$ cat src/rtl/pwr_seq_pkg.sv
package pwr_seq_pkg;
  typedef enum logic [2:0] {
    PM_RUN   = 3'd0,
    PM_SLOW  = 3'd1,
    PM_IDLE  = 3'd2,
    PM_SLEEP = 3'd3,
    PM_DEEP  = 3'd4,
    PM_WAKE  = 3'd5
  } pm_state_e;

  localparam int unsigned MODE_W   = 3;
  localparam int unsigned MODE_MAX = 4;
endpackage

$ cat src/rtl/pwr_reg_if.sv
module pwr_reg_if
  import pwr_seq_pkg::*;
#(
  parameter int unsigned ADDR_W  = 2,
  parameter int unsigned DATA_W  = 8,
  parameter int unsigned CFG_W   = 6,
  parameter logic [CFG_W-1:0] CFG_RST = 6'd20
) (
  input  logic              clk_i,
  input  logic              rst_ni,
  input  logic              we_i,
  input  logic [ADDR_W-1:0] addr_i,
  input  logic [DATA_W-1:0] wdata_i,
  output logic [DATA_W-1:0] rdata_o,
  input  pm_state_e         state_i,
  input  logic [CFG_W-1:0]  pll_cfg_i,
  output logic              mode_req_o,
  output logic [MODE_W-1:0] mode_code_o,
  output logic [CFG_W-1:0]  cfg_o
);
  localparam logic [ADDR_W-1:0] A_MODE = ADDR_W'(0);
  localparam logic [ADDR_W-1:0] A_FREQ = ADDR_W'(2);
  localparam logic [ADDR_W-1:0] A_PCFG = ADDR_W'(3);

  logic [CFG_W-1:0] cfg_q;
  logic             unused_wbits;

  assign unused_wbits = ^wdata_i[DATA_W-1:CFG_W];

  // full data word checked so stray upper bits cannot alias a legal code
  assign mode_req_o  = we_i && (addr_i == A_MODE) && (wdata_i <= DATA_W'(MODE_MAX));
  assign mode_code_o = wdata_i[MODE_W-1:0];
  assign cfg_o       = cfg_q;

  always_ff @(posedge clk_i or negedge rst_ni) begin
    if (!rst_ni)                         cfg_q <= CFG_RST;
    else if (we_i && addr_i == A_FREQ)   cfg_q <= wdata_i[CFG_W-1:0];
  end

  always_comb begin
    unique case (addr_i)
      A_MODE:  rdata_o = DATA_W'(state_i);
      A_FREQ:  rdata_o = DATA_W'(cfg_q);
      A_PCFG:  rdata_o = DATA_W'(pll_cfg_i);
      default: rdata_o = '0;
    endcase
  end

  assert_freq_hold_R9: assert property (@(posedge clk_i) disable iff (!rst_ni)
    !(we_i && addr_i == A_FREQ) |=> $stable(cfg_q));
endmodule

$ cat src/rtl/pwr_fsm.sv
module pwr_fsm
  import pwr_seq_pkg::*;
#(
  parameter int unsigned IRQ_W = 4,
  parameter int unsigned CFG_W = 6,
  parameter logic [CFG_W-1:0] CFG_RST = 6'd20
) (
  input  logic              clk_i,
  input  logic              rst_ni,
  input  logic              mode_req_i,
  input  logic [MODE_W-1:0] mode_code_i,
  input  logic [IRQ_W-1:0]  irq_i,
  input  logic [IRQ_W-1:0]  irq_en_i,
  input  logic              rtc_alarm_i,
  input  logic              pll_lock_i,
  input  logic [CFG_W-1:0]  cfg_i,
  output pm_state_e         state_o,
  output logic [CFG_W-1:0]  pll_cfg_o
);
  pm_state_e        state_q, state_d;
  logic [CFG_W-1:0] pll_cfg_q;
  logic             irq_hit;

  assign irq_hit = |(irq_i & irq_en_i);

  always_comb begin
    state_d = state_q;
    unique case (state_q)
      PM_RUN, PM_SLOW: if (mode_req_i) state_d = pm_state_e'(mode_code_i);
      PM_IDLE:         if (irq_hit)     state_d = PM_RUN;
      PM_SLEEP,
      PM_DEEP:         if (rtc_alarm_i) state_d = PM_WAKE;
      PM_WAKE:         if (pll_lock_i)  state_d = PM_RUN;
      default:                          state_d = PM_RUN;
    endcase
  end

  always_ff @(posedge clk_i or negedge rst_ni) begin
    if (!rst_ni) begin
      state_q   <= PM_RUN;
      pll_cfg_q <= CFG_RST;
    end else begin
      state_q <= state_d;
      // deferred frequency commit happens only on the way into deep sleep
      if (state_d == PM_DEEP && state_q != PM_DEEP) pll_cfg_q <= cfg_i;
    end
  end

  assign state_o   = state_q;
  assign pll_cfg_o = pll_cfg_q;

  assert_idle_wake_R6: assert property (@(posedge clk_i) disable iff (!rst_ni)
    (state_q == PM_IDLE && irq_hit) |=> state_q == PM_RUN);
  assert_wait_lock_R8: assert property (@(posedge clk_i) disable iff (!rst_ni)
    (state_q == PM_WAKE && !pll_lock_i) |=> state_q == PM_WAKE);
  assert_sleep_alarm_R8: assert property (@(posedge clk_i) disable iff (!rst_ni)
    ((state_q == PM_SLEEP || state_q == PM_DEEP) && rtc_alarm_i) |=> state_q == PM_WAKE);
  assert_locked_modes_R10: assert property (@(posedge clk_i) disable iff (!rst_ni)
    (state_q == PM_DEEP && !rtc_alarm_i) |=> state_q == PM_DEEP);
endmodule

$ cat src/rtl/pwr_clk_gate.sv
module pwr_clk_gate
  import pwr_seq_pkg::*;
#(
  parameter int unsigned DIV_W = 2
) (
  input  logic      clk_i,
  input  logic      rst_ni,
  input  pm_state_e state_i,
  output logic      cpu_clk_en_o,
  output logic      per_clk_en_o,
  output logic      bus_clk_en_o,
  output logic      mem_retain_o,
  output logic      pll_en_o
);
  localparam logic [DIV_W-1:0] DIV_ALL = {DIV_W{1'b1}};

  logic [DIV_W-1:0] div_q;
  logic             half_tick, quarter_tick;

  always_ff @(posedge clk_i or negedge rst_ni) begin
    if (!rst_ni) div_q <= '0;
    else         div_q <= div_q + 1'b1;
  end

  assign half_tick    = div_q[0];
  assign quarter_tick = (div_q == DIV_ALL);

  always_comb begin
    cpu_clk_en_o = 1'b0;
    per_clk_en_o = 1'b0;
    bus_clk_en_o = 1'b0;
    mem_retain_o = 1'b0;
    pll_en_o     = 1'b1;
    unique case (state_i)
      PM_RUN: begin
        cpu_clk_en_o = 1'b1;
        per_clk_en_o = 1'b1;
        bus_clk_en_o = half_tick;
      end
      PM_SLOW: begin
        cpu_clk_en_o = half_tick;
        per_clk_en_o = 1'b1;
        bus_clk_en_o = quarter_tick;
      end
      PM_IDLE: begin
        per_clk_en_o = 1'b1;
        bus_clk_en_o = half_tick;
      end
      PM_SLEEP, PM_WAKE: mem_retain_o = 1'b1;
      PM_DEEP: begin
        mem_retain_o = 1'b1;
        pll_en_o     = 1'b0;
      end
      default: ;
    endcase
  end

  assert_bus_half_R4: assert property (@(posedge clk_i) disable iff (!rst_ni)
    bus_clk_en_o |=> !bus_clk_en_o);
  assert_slow_half_R5: assert property (@(posedge clk_i) disable iff (!rst_ni)
    (state_i == PM_SLOW && $past(state_i) == PM_SLOW && cpu_clk_en_o)
      |-> !$past(cpu_clk_en_o));
endmodule

$ cat src/rtl/pwr_seq_ctrl.sv
module pwr_seq_ctrl
  import pwr_seq_pkg::*;
#(
  parameter int unsigned IRQ_W = 4,
  parameter int unsigned CFG_W = 6,
  parameter logic [CFG_W-1:0] CFG_RST = 6'd20
) (
  input  logic             clk_i,
  input  logic             rst_ni,
  input  logic             reg_we_i,
  input  logic [1:0]       reg_addr_i,
  input  logic [7:0]       reg_wdata_i,
  output logic [7:0]       reg_rdata_o,
  input  logic [IRQ_W-1:0] irq_i,
  input  logic [IRQ_W-1:0] irq_en_i,
  input  logic             rtc_alarm_i,
  input  logic             pll_lock_i,
  output logic             cpu_clk_en_o,
  output logic             per_clk_en_o,
  output logic             bus_clk_en_o,
  output logic             mem_retain_o,
  output logic             pll_en_o,
  output logic [CFG_W-1:0] pll_cfg_o
);
  pm_state_e         state;
  logic              mode_req;
  logic [MODE_W-1:0] mode_code;
  logic [CFG_W-1:0]  cfg;

  pwr_reg_if #(.ADDR_W(2), .DATA_W(8), .CFG_W(CFG_W), .CFG_RST(CFG_RST)) i_reg_if (
    .clk_i, .rst_ni,
    .we_i(reg_we_i), .addr_i(reg_addr_i), .wdata_i(reg_wdata_i), .rdata_o(reg_rdata_o),
    .state_i(state), .pll_cfg_i(pll_cfg_o),
    .mode_req_o(mode_req), .mode_code_o(mode_code), .cfg_o(cfg)
  );

  pwr_fsm #(.IRQ_W(IRQ_W), .CFG_W(CFG_W), .CFG_RST(CFG_RST)) i_fsm (
    .clk_i, .rst_ni,
    .mode_req_i(mode_req), .mode_code_i(mode_code),
    .irq_i, .irq_en_i, .rtc_alarm_i, .pll_lock_i,
    .cfg_i(cfg), .state_o(state), .pll_cfg_o
  );

  pwr_clk_gate #(.DIV_W(2)) i_clk_gate (
    .clk_i, .rst_ni, .state_i(state),
    .cpu_clk_en_o, .per_clk_en_o, .bus_clk_en_o, .mem_retain_o, .pll_en_o
  );

  assert_bad_code_R3: assert property (@(posedge clk_i) disable iff (!rst_ni)
    (reg_we_i && reg_addr_i == 2'd0 && reg_wdata_i > 8'd4) |=> $stable(state));
  assert_cfg_commit_R9: assert property (@(posedge clk_i) disable iff (!rst_ni)
    !$stable(pll_cfg_o) |-> state == PM_DEEP);
  assert_sleep_gated_R7: assert property (@(posedge clk_i) disable iff (!rst_ni)
    (state == PM_DEEP && $past(state) == PM_DEEP) |-> !pll_en_o && !$past(bus_clk_en_o));
endmodule

$ cat config.mk
export PLATFORM = sky130hd
export DESIGN_NAME = pwr_seq_ctrl
export DESIGN_NICKNAME = d
export VERILOG_FILES = /design/src/rtl/pwr_seq_pkg.sv /design/src/rtl/pwr_reg_if.sv /design/src/rtl/pwr_fsm.sv /design/src/rtl/pwr_clk_gate.sv /design/src/rtl/pwr_seq_ctrl.sv
export SDC_FILE = /design/constraint.sdc
export NUM_CORES = 1
export LEC_CHECK = 0
export BUFFER_PORTS_ARGS = -buffer_cell sky130_fd_sc_hd__buf_4
export CAP_MARGIN = 20
export CORE_ASPECT_RATIO = 1.1
export CORE_UTILIZATION = 29
export CTS_CLUSTER_DIAMETER = 100
export CTS_CLUSTER_SIZE = 12
export DETAILED_ROUTE_END_ITERATION = 6
export GPL_ROUTABILITY_DRIVEN = 0
export PLACE_DENSITY = 0.5
export SYNTH_ARGS = -nofsm -noshare
export SYNTH_HDL_FRONTEND = slang
export SYNTH_SLANG_ARGS = --single-unit
$ cat constraint.sdc
create_clock -name clk_i -period 2.5 [get_ports clk_i]
set_input_delay 0.125 -clock clk_i [delete_from_list [all_inputs] [get_ports clk_i]]
set_output_delay 0.125 -clock clk_i [all_outputs]
set_load 0.02 [all_outputs]
After elaboration in Yosys (flattened, before gate mapping)

Cells that the tools add are included.

Memories: 0
Register bits after elaboration: 17
Memory bits (read-only): 0
Input bits: 23
RAM bits: 0
Latch bits: 0
Output and inout bits: 19
Word-level logic and storage cells: 40

Multiply operators: 0
Shift operators: 0
Muxes and demuxes: 11
Divide/modulo/power cells: 0
Magnitude comparators: 1
Equal/unequal tests: 10
Bitwise gates (word level): 1
Reductions and logical operators: 12
Add/subtract/negate cells: 1

Operator list:

| operator              | number |
|---|---|
| $pmux W6 S3           | 1 |
| $mux W3               | 4 |
| $pmux W3 S4           | 1 |
| $eq A3 B3 Y1 const B  | 3 |
| $le A8 B3 Y1 const B  | 1 |
| $eq A2 B2 Y1 const B  | 3 |
| $eq A3 B2 Y1 const B  | 2 |
| $reduce_or A2 Y1      | 3 |
| $reduce_or A3 Y1      | 2 |
| $and A4 B4 Y4         | 1 |
| $logic_and A1 B1 Y1   | 4 |
| $pmux W1 S2           | 2 |
| $reduce_or A4 Y1      | 1 |
| $eq A3 B1 Y1 const B  | 1 |
| $logic_not A3 Y1      | 1 |
| $mux W1               | 3 |
| $ne A3 B3 Y1 const B  | 1 |
| $add A2 B1 Y2 const B | 1 |
| $logic_not A2 Y1      | 1 |

Depth between registers and ports, before layout

Gate-level depths: netlist of the first run.

Depth after elaboration: 7
Mapped depth: 5
Mapped depth without buffers: 4

Cells and area by module

From an unflattened synthesis of the first run, not the netlist that was laid out.

Cells, all modules: 89
Area total of the unflattened synthesis: 1018.5 um2

Modules (own cells, without submodules):

| module       | area each (um2) | sequential area each (um2) | times used | cells an instance |
|---|---|---|---|---|
| pwr_fsm      | 457.9           | 227.7                      | 1          | 39 |
| pwr_reg_if   | 440.4           | 152.6                      | 1          | 38 |
| pwr_clk_gate | 120.1           | 50.0                       | 1          | 12 |

Worst setup path before layout of the first run

OpenSTA, ideal clock, no wires.

Kind: flip-flop to output port
Start: register i_fsm.state_q[2] (netlist: i_fsm.state_o[2])
End: output cpu_clk_en_o
Arrival time: 1258 ps
Path buffers: 0
Slack: 1117 ps
Stages on the path, launching flop included: 3
Required time: 2375 ps
Cells stage by stage: dfrtp_1 -> nor2_1 -> a21boi_0

Longest elaborated chain between the ends: 2
Elaborated cells between the ends (all ways): 3
Classes of those cells: eq/ne: 1; mux: 1; reduce/logical: 1

Ends and longest elaborated chain:

| what                                             | RTL line           | source |
|---|---|---|
| start: declaration                               | pwr_fsm.sv:20      | `pm_state_e state_q, state_d;` |
| start signal: assignment                         | pwr_fsm.sv:43      | `state_q <= state_d;` |
| $eq A3 B1 Y1 or $logic_not A3 Y1 (tied branches) | pwr_clk_gate.sv:34 | `unique case (state_i)` |
| $pmux W1 S2 (*)                                  | pwr_clk_gate.sv:34 |  |
| end: declaration                                 | pwr_seq_ctrl.sv:18 | `output logic cpu_clk_en_o,` |

Every way passes the cells marked *; elsewhere a longest branch is shown, timed or not.

Final worst setup path of the first run

Same ends and word-level chain as after synthesis.

==> impl_metrics.toml, run 1 <==
[cts]
cts_tree = "done"
clock_latency_ns = 0.30
cts_root_buf = "clkbuf_4"
cts_sinks = 17
cts-resized-gates = 0
cts_buffer_depth = 2
post_cts_buffers = 0
numCtsBuffers = 3
postCtsHoldBufs = 1
h-tree-depth = 1
path_clk_slew_ns = 0.10

[global_route]
antenna_found_initial = 0
grt_pass1_wl_um = 3640
overflow = 0
grt_usage_pct = 13.3
grt_max_degree = 18
grt_pass1_vias = 779

[worst_setup_path]
crit_required_ns = 2.38
cp.arrival_ns = 1.52
crit_path_end_kind = "output pin"
path_class = "register to output pin"
crit_path_start_kind = "register"
cpPeakStageDelay_ns = 0.45
path_max_fanout = 7
crit_slowest_cell = "dfrtp_1"
crit_chain = "nor2_1 -> a21boi_0 -> buf_4"

[die]
die_w_um = 56.8
core_area_um2 = 3100
die-area_um2 = 3530
start_util_pct = 30.9
pin_count = 42
rows = 21
fp.dieH_um = 62.3

[cells_and_area]
n_antenna_cell = 0
layout_commonest_cell = "buf_4"
syn_to_final_growth_pct = 35.9
finalNetCount = 152
final_cell_mix = "39 x buf_4, 15 x mux2_2, 13 x dfrtp_1, 6 x nand2_1"
drive_gt1_share_pct = 51.2

[detailed_routing]
wirelength_um = 2250
vias = 789
drtIter0Drc = 18
wl_per_cell_um = 14.0
drt_pass1_iterations = 6
vias_per_cell = 4.90
drc_errors = 12
ant_nets = 0

[timing]
setup_tns_ns = 0
rsz0062_at_grt = "false"
period_minus_slack_ns = 1.65
fin_skew_ns = 0.00757
setup_viol = 0
post-route-period-util_pct = 65.9
hold_viol = 0
fmax_mhz = 607
drv_slew = 0
hold-worst-slack_ns = 0.0628
layout_setup_ws_ns = 0.853

[logic_synthesis]
ys_seq_area_share_pct = 45.0
syn_avg_cell_area_um2 = 11.0
synth.distinct_cells = 32
syn_inst = 87
yosysWarnings = 0
synth_area_um2 = 957
ys_seq_elements = 17

[pwr]
ir_worst_vdd_mv = 0.309
p_total_mw = 0.589
powerDensity_nw_per_um2 = 453
leakage_nw = 0.656

[job]
drv_cap = 0

[place]
port_buffers = 39
hpwl_um = 1750
place_ws_ns = 1.05

[hold_path]
min_path_type = "input pin to register"

[run_status]
violations = "DRC"
status = "finished with violations"
cell type report:
type / instances / area, um2
Fill cell: 317 / 1800
Multi-Input combinational cell: 61 / 477
Sequential cell: 17 / 430
Timing Repair Buffer: 40 / 303
Tap cell: 34 / 42.5
Clock buffer: 3 / 22.5
Inverter: 5 / 18.8
Clock inverter: 1 / 7.51
worst max-delay path: cells and delay by family (launching register included):
kind,cells,cell delay [ns]
AO/OA/AOI/OAI,1,0.25
buffers and inverters,1,0.17
flip-flops,1,0.45
AND/OR/NAND/NOR,1,0.35
path summary, 6_finish.rpt:
check                                               from                        endpoint  slack, ns  cells after the start
min                                       reg_wdata_i[5]   i_reg_if.cfg_o[5]$_DFFE_PN0P_       0.06                      2
max reg2reg                   i_fsm.state_o[2]$_DFF_PN0_  i_fsm.pll_cfg_o[3]$_DFFE_PN0P_       1.03                      3
min in group asynchronous                         rst_ni   i_clk_gate.div_q[1]$_DFF_PN0_       0.22                      2
max                           i_fsm.state_o[2]$_DFF_PN0_                    cpu_clk_en_o       0.85                      3
max in group asynchronous                         rst_ni  i_fsm.pll_cfg_o[2]$_DFFE_PN1P_       2.02                      2
min reg2reg                i_clk_gate.div_q[1]$_DFF_PN0_   i_clk_gate.div_q[1]$_DFF_PN0_       0.49                      1
metrics by stage:
step,instances,utilization (%),instance area [um2]
finish,161,42.0,1300
detailed placement,156,40.7,1260
global route,161,42.0,1300
floorplan,88,-,961
global placement,156,40.7,1260
CTS,161,42.0,1300
layer usage:
metal  part of all wire, %  global-route usage, %  routed length (um)
met1                    46                   16.7                1040
met5                     0                      0                   0
met3                   7.9                   2.29                 177
met2                    45                   22.8                1020
met4                  0.76                   4.57                  17
power breakdown:
group,leakage (nW),switching (mW),internal (mW)
Sequential,0.205,0.0155,0.300
Clock,0.0139,0.0901,0.0609
Combinational,0.436,0.0542,0.0684
cell families (layout without fill, tap and decap cells):
group | count (synthesis) | after routing | synth area share (%)
and+or+nand+nor | 24 | 24 | 14.6
muxes | 19 | 19 | 21.8
DFF | 17 | 17 | 45.0
AOI/OAI and AO/OA | 15 | 15 | 11.2
buffers and inverters | 10 | 49 | 5.62
adders and majority gates | 1 | 1 | 1.31
other | 1 | 2 | 0.392
synthesized netlist by cell type (all sizes together):
library cell / n / area [um2]
mux2: 15 / 169
dfrtp: 13 / 325
nand2: 6 / 22.5
inv: 5 / 18.8
nor2: 5 / 18.8
a21oi: 4 / 20.0
buf: 4 / 31.3
dfstp: 4 / 105
mux2i: 4 / 40.0
nor2b: 4 / 25.0
a22o: 3 / 26.3
nand2b: 2 / 12.5
nand4: 2 / 27.5
a211o: 1 / 8.76
a21boi: 1 / 7.51
a22oi: 1 / 7.51
a31oi: 1 / 6.26
a41o: 1 / 10.0
and3: 1 / 7.51
clkbuf: 1 / 3.75
conb: 1 / 3.75
ha: 1 / 12.5
nand3: 1 / 5.00
nand4b: 1 / 8.76
nor4: 1 / 6.26
o211ai: 1 / 7.51
o21ai: 1 / 5.00
o221ai: 1 / 8.76
or2: 1 / 6.26
flip-flops by register name, indices dropped and copies added, names as in the netlist:
name              cells
i_fsm.pll_cfg_o       6
i_reg_if.cfg_o        6
i_fsm.state_o         3
i_clk_gate.div_q      2
No activity file was read; power rests on OpenSTA's default activity.
==> run 2, diff against run 1 <==
Settings changed: PLACE_DENSITY 0.5 to 0.52.
Clock period 2.5 ns to 1.4 ns, I/O delays scaled along.
==> impl_metrics.toml, run 2 (synthesis gave the netlist of run 1 again) <==
[run_status]
status = "finished with violations"
violations = "DRC"

[timing]
fmax_mhz = 727
setup_viol = 0
layout_setup_ws_ns = 0.0236
period_minus_slack_ns = 1.38
setup_tns_ns = 0
hold_viol = 0
post-route-period-util_pct = 98.3
drv_slew = 0
fin_skew_ns = 0.00493
hold-worst-slack_ns = 0.0230
rsz0062_at_grt = "true"

[worst_setup_path]
rr_worst_depth = 5
crit_path_end_kind = "output pin"
crit_family = "flip-flops"
crit_chain = "mux2_2 -> a22o_1 -> buf_6"
rr_startpoint = "i_fsm.state_o[0]$_DFF_PN0_"
reg2reg_slack_ns = 0.10
path_max_fanout = 2
crit_required_ns = 1.33
worstPathBufferInverterCount = 1
crit_slowest_cell = "dfrtp_1"
r2r_end = "i_fsm.state_o[0]$_DFF_PN0_"
cp.arrival_ns = 1.31
crit_path_start_kind = "register"
cpPeakStageDelay_ns = 0.40
path_class = "register to output pin"

[place]
placed_area_um2 = 1290
placed_cells = 160
place_ws_ns = 0.0612
hpwl_um = 1790
port_buffers = 39

[global_route]
grt_max_degree = 18
overflow = 0
grt_usage_pct = 13.9
grt_pass1_vias = 829
grt_pass1_wl_um = 3830
antenna_found_initial = 0

[pwr]
switchingPower_mw = 0.291
intPower_mw = 0.808
switching_share_pct = 26.4
combPwrFrac_pct = 24.7
powerDensity_nw_per_um2 = 734
ir_worst_vdd_mv = 0.536
clkPwrFrac_pct = 24.1
leakage_nw = 0.758
power_frac_seq_pct = 51.2
p_total_mw = 1.10

[detailed_routing]
vias = 848
drc_errors = 5
wl_per_cell_um = 13.5
vias_per_cell = 4.79
ant_nets = 0
wirelength_um = 2390
drt_pass1_iterations = 7
drtIter0Drc = 18

[hold_path]
hold_start = "reg_wdata_i[4]"
holdPathEnd = "i_reg_if.cfg_o[4]$_DFFE_PN1P_"
min_path_type = "input pin to register"
hold_depth = 2

[die]
die_w_um = 56.8
start_util_pct = 30.9
rows = 21
die-area_um2 = 3530
pin_count = 42
core_area_um2 = 3100
fp.dieH_um = 62.3

[cts]
numCtsBuffers = 3
clock_latency_ns = 0.29
cts_sinks = 17
cts_tree = "done"
h-tree-depth = 1
path_clk_slew_ns = 0.10
cts_buffer_depth = 2
cts_root_buf = "clkbuf_4"

[job]
drv_cap = 0

[cells_and_area]
final_area_um2 = 1500
nFillCells = 283
syn_to_final_growth_pct = 56.5
final_cells = 177
n_antenna_cell = 0
finalNetCount = 168
finish.utilization_pct = 48.3
layout_commonest_cell = "buf_4"
final_cell_mix = "44 x buf_4, 14 x mux2_2, 12 x dfrtp_1, 8 x buf_6"
drive_gt1_share_pct = 60.1
==> run 2: cell count changes in the layout (fill, tap and decap cells not counted), moves of 2 or more <==
cell	before	now
buf_6	0	8
buf_4	39	44
nand2_1	6	4
nand2b_4	0	2
nand2b_1	2	0
dlygate4sd3_1	1	4
nand2_2	0	2
==> run 2: cell type report <==
cell class	instances	area [um2]	share of cell area, %
inverters	5	18.8	1.25
well taps	34	42.5	2.84
repair buffers	56	460	30.7
multi-input cells	61	518	34.6
flip-flops and latches	17	432	28.8
clock buffers	4	26.3	1.75
==> run 2: worst max-delay path by stage <==
stage / slack (ns) / endpoint / depth (start not counted) / start
2_1_floorplan: 0.07 / cpu_clk_en_o / 2 / i_fsm.state_o[2]$_DFF_PN0_
3_3_place_gp: 0.09 / i_fsm.pll_cfg_o[1]$_DFFE_PN0P_ / 5 / reg_wdata_i[3]
3_5_place_dp: 0.06 / i_fsm.pll_cfg_o[3]$_DFFE_PN0P_ / 5 / reg_wdata_i[3]
4_1_cts: 0.006 / pll_en_o / 3 / i_fsm.state_o[1]$_DFF_PN0_
5_1_grt: -0.05 / bus_clk_en_o / 4 / i_clk_gate.div_q[0]$_DFF_PN0_
6_report: 0.02 / reg_rdata_o[1] / 3 / i_reg_if.cfg_o[1]$_DFFE_PN0P_
==> run 2: power groups by stage <==
stage	Combinational, mW	Clock (mW)	Sequential, mW
floorplan	0.122	0	0.566
global placement	0.222	0	0.575
detailed placement	0.224	0	0.575
CTS	0.243	0.280	0.563
global route	0.293	0.305	0.567
finish	0.271	0.265	0.563
==> run 2: what timing repair did <==
| action | 4_1_cts | 5_1_grt |
|---|---|---|
| hold buffers | 2 | 2 |
| resized for setup | 6 | 15 |
| setup endpoints to repair | 6 | 7 |
| endpoints found under the hold margin | 18 | 2 |
| setup buffers | 3 | 6 |
| pin swaps | 1 | 3 |
==> run 2: per-layer routing <==
metal / GRT usage [%] / wire (um) / up-vias
li1: - / - / 418
met1: 17.3 / 1040 / 405
met2: 23.7 / 1230 / 25
met3: 5.00 / 119 / 0
met4: 1.83 / 0 / 0
met5: 0 / 0 / -
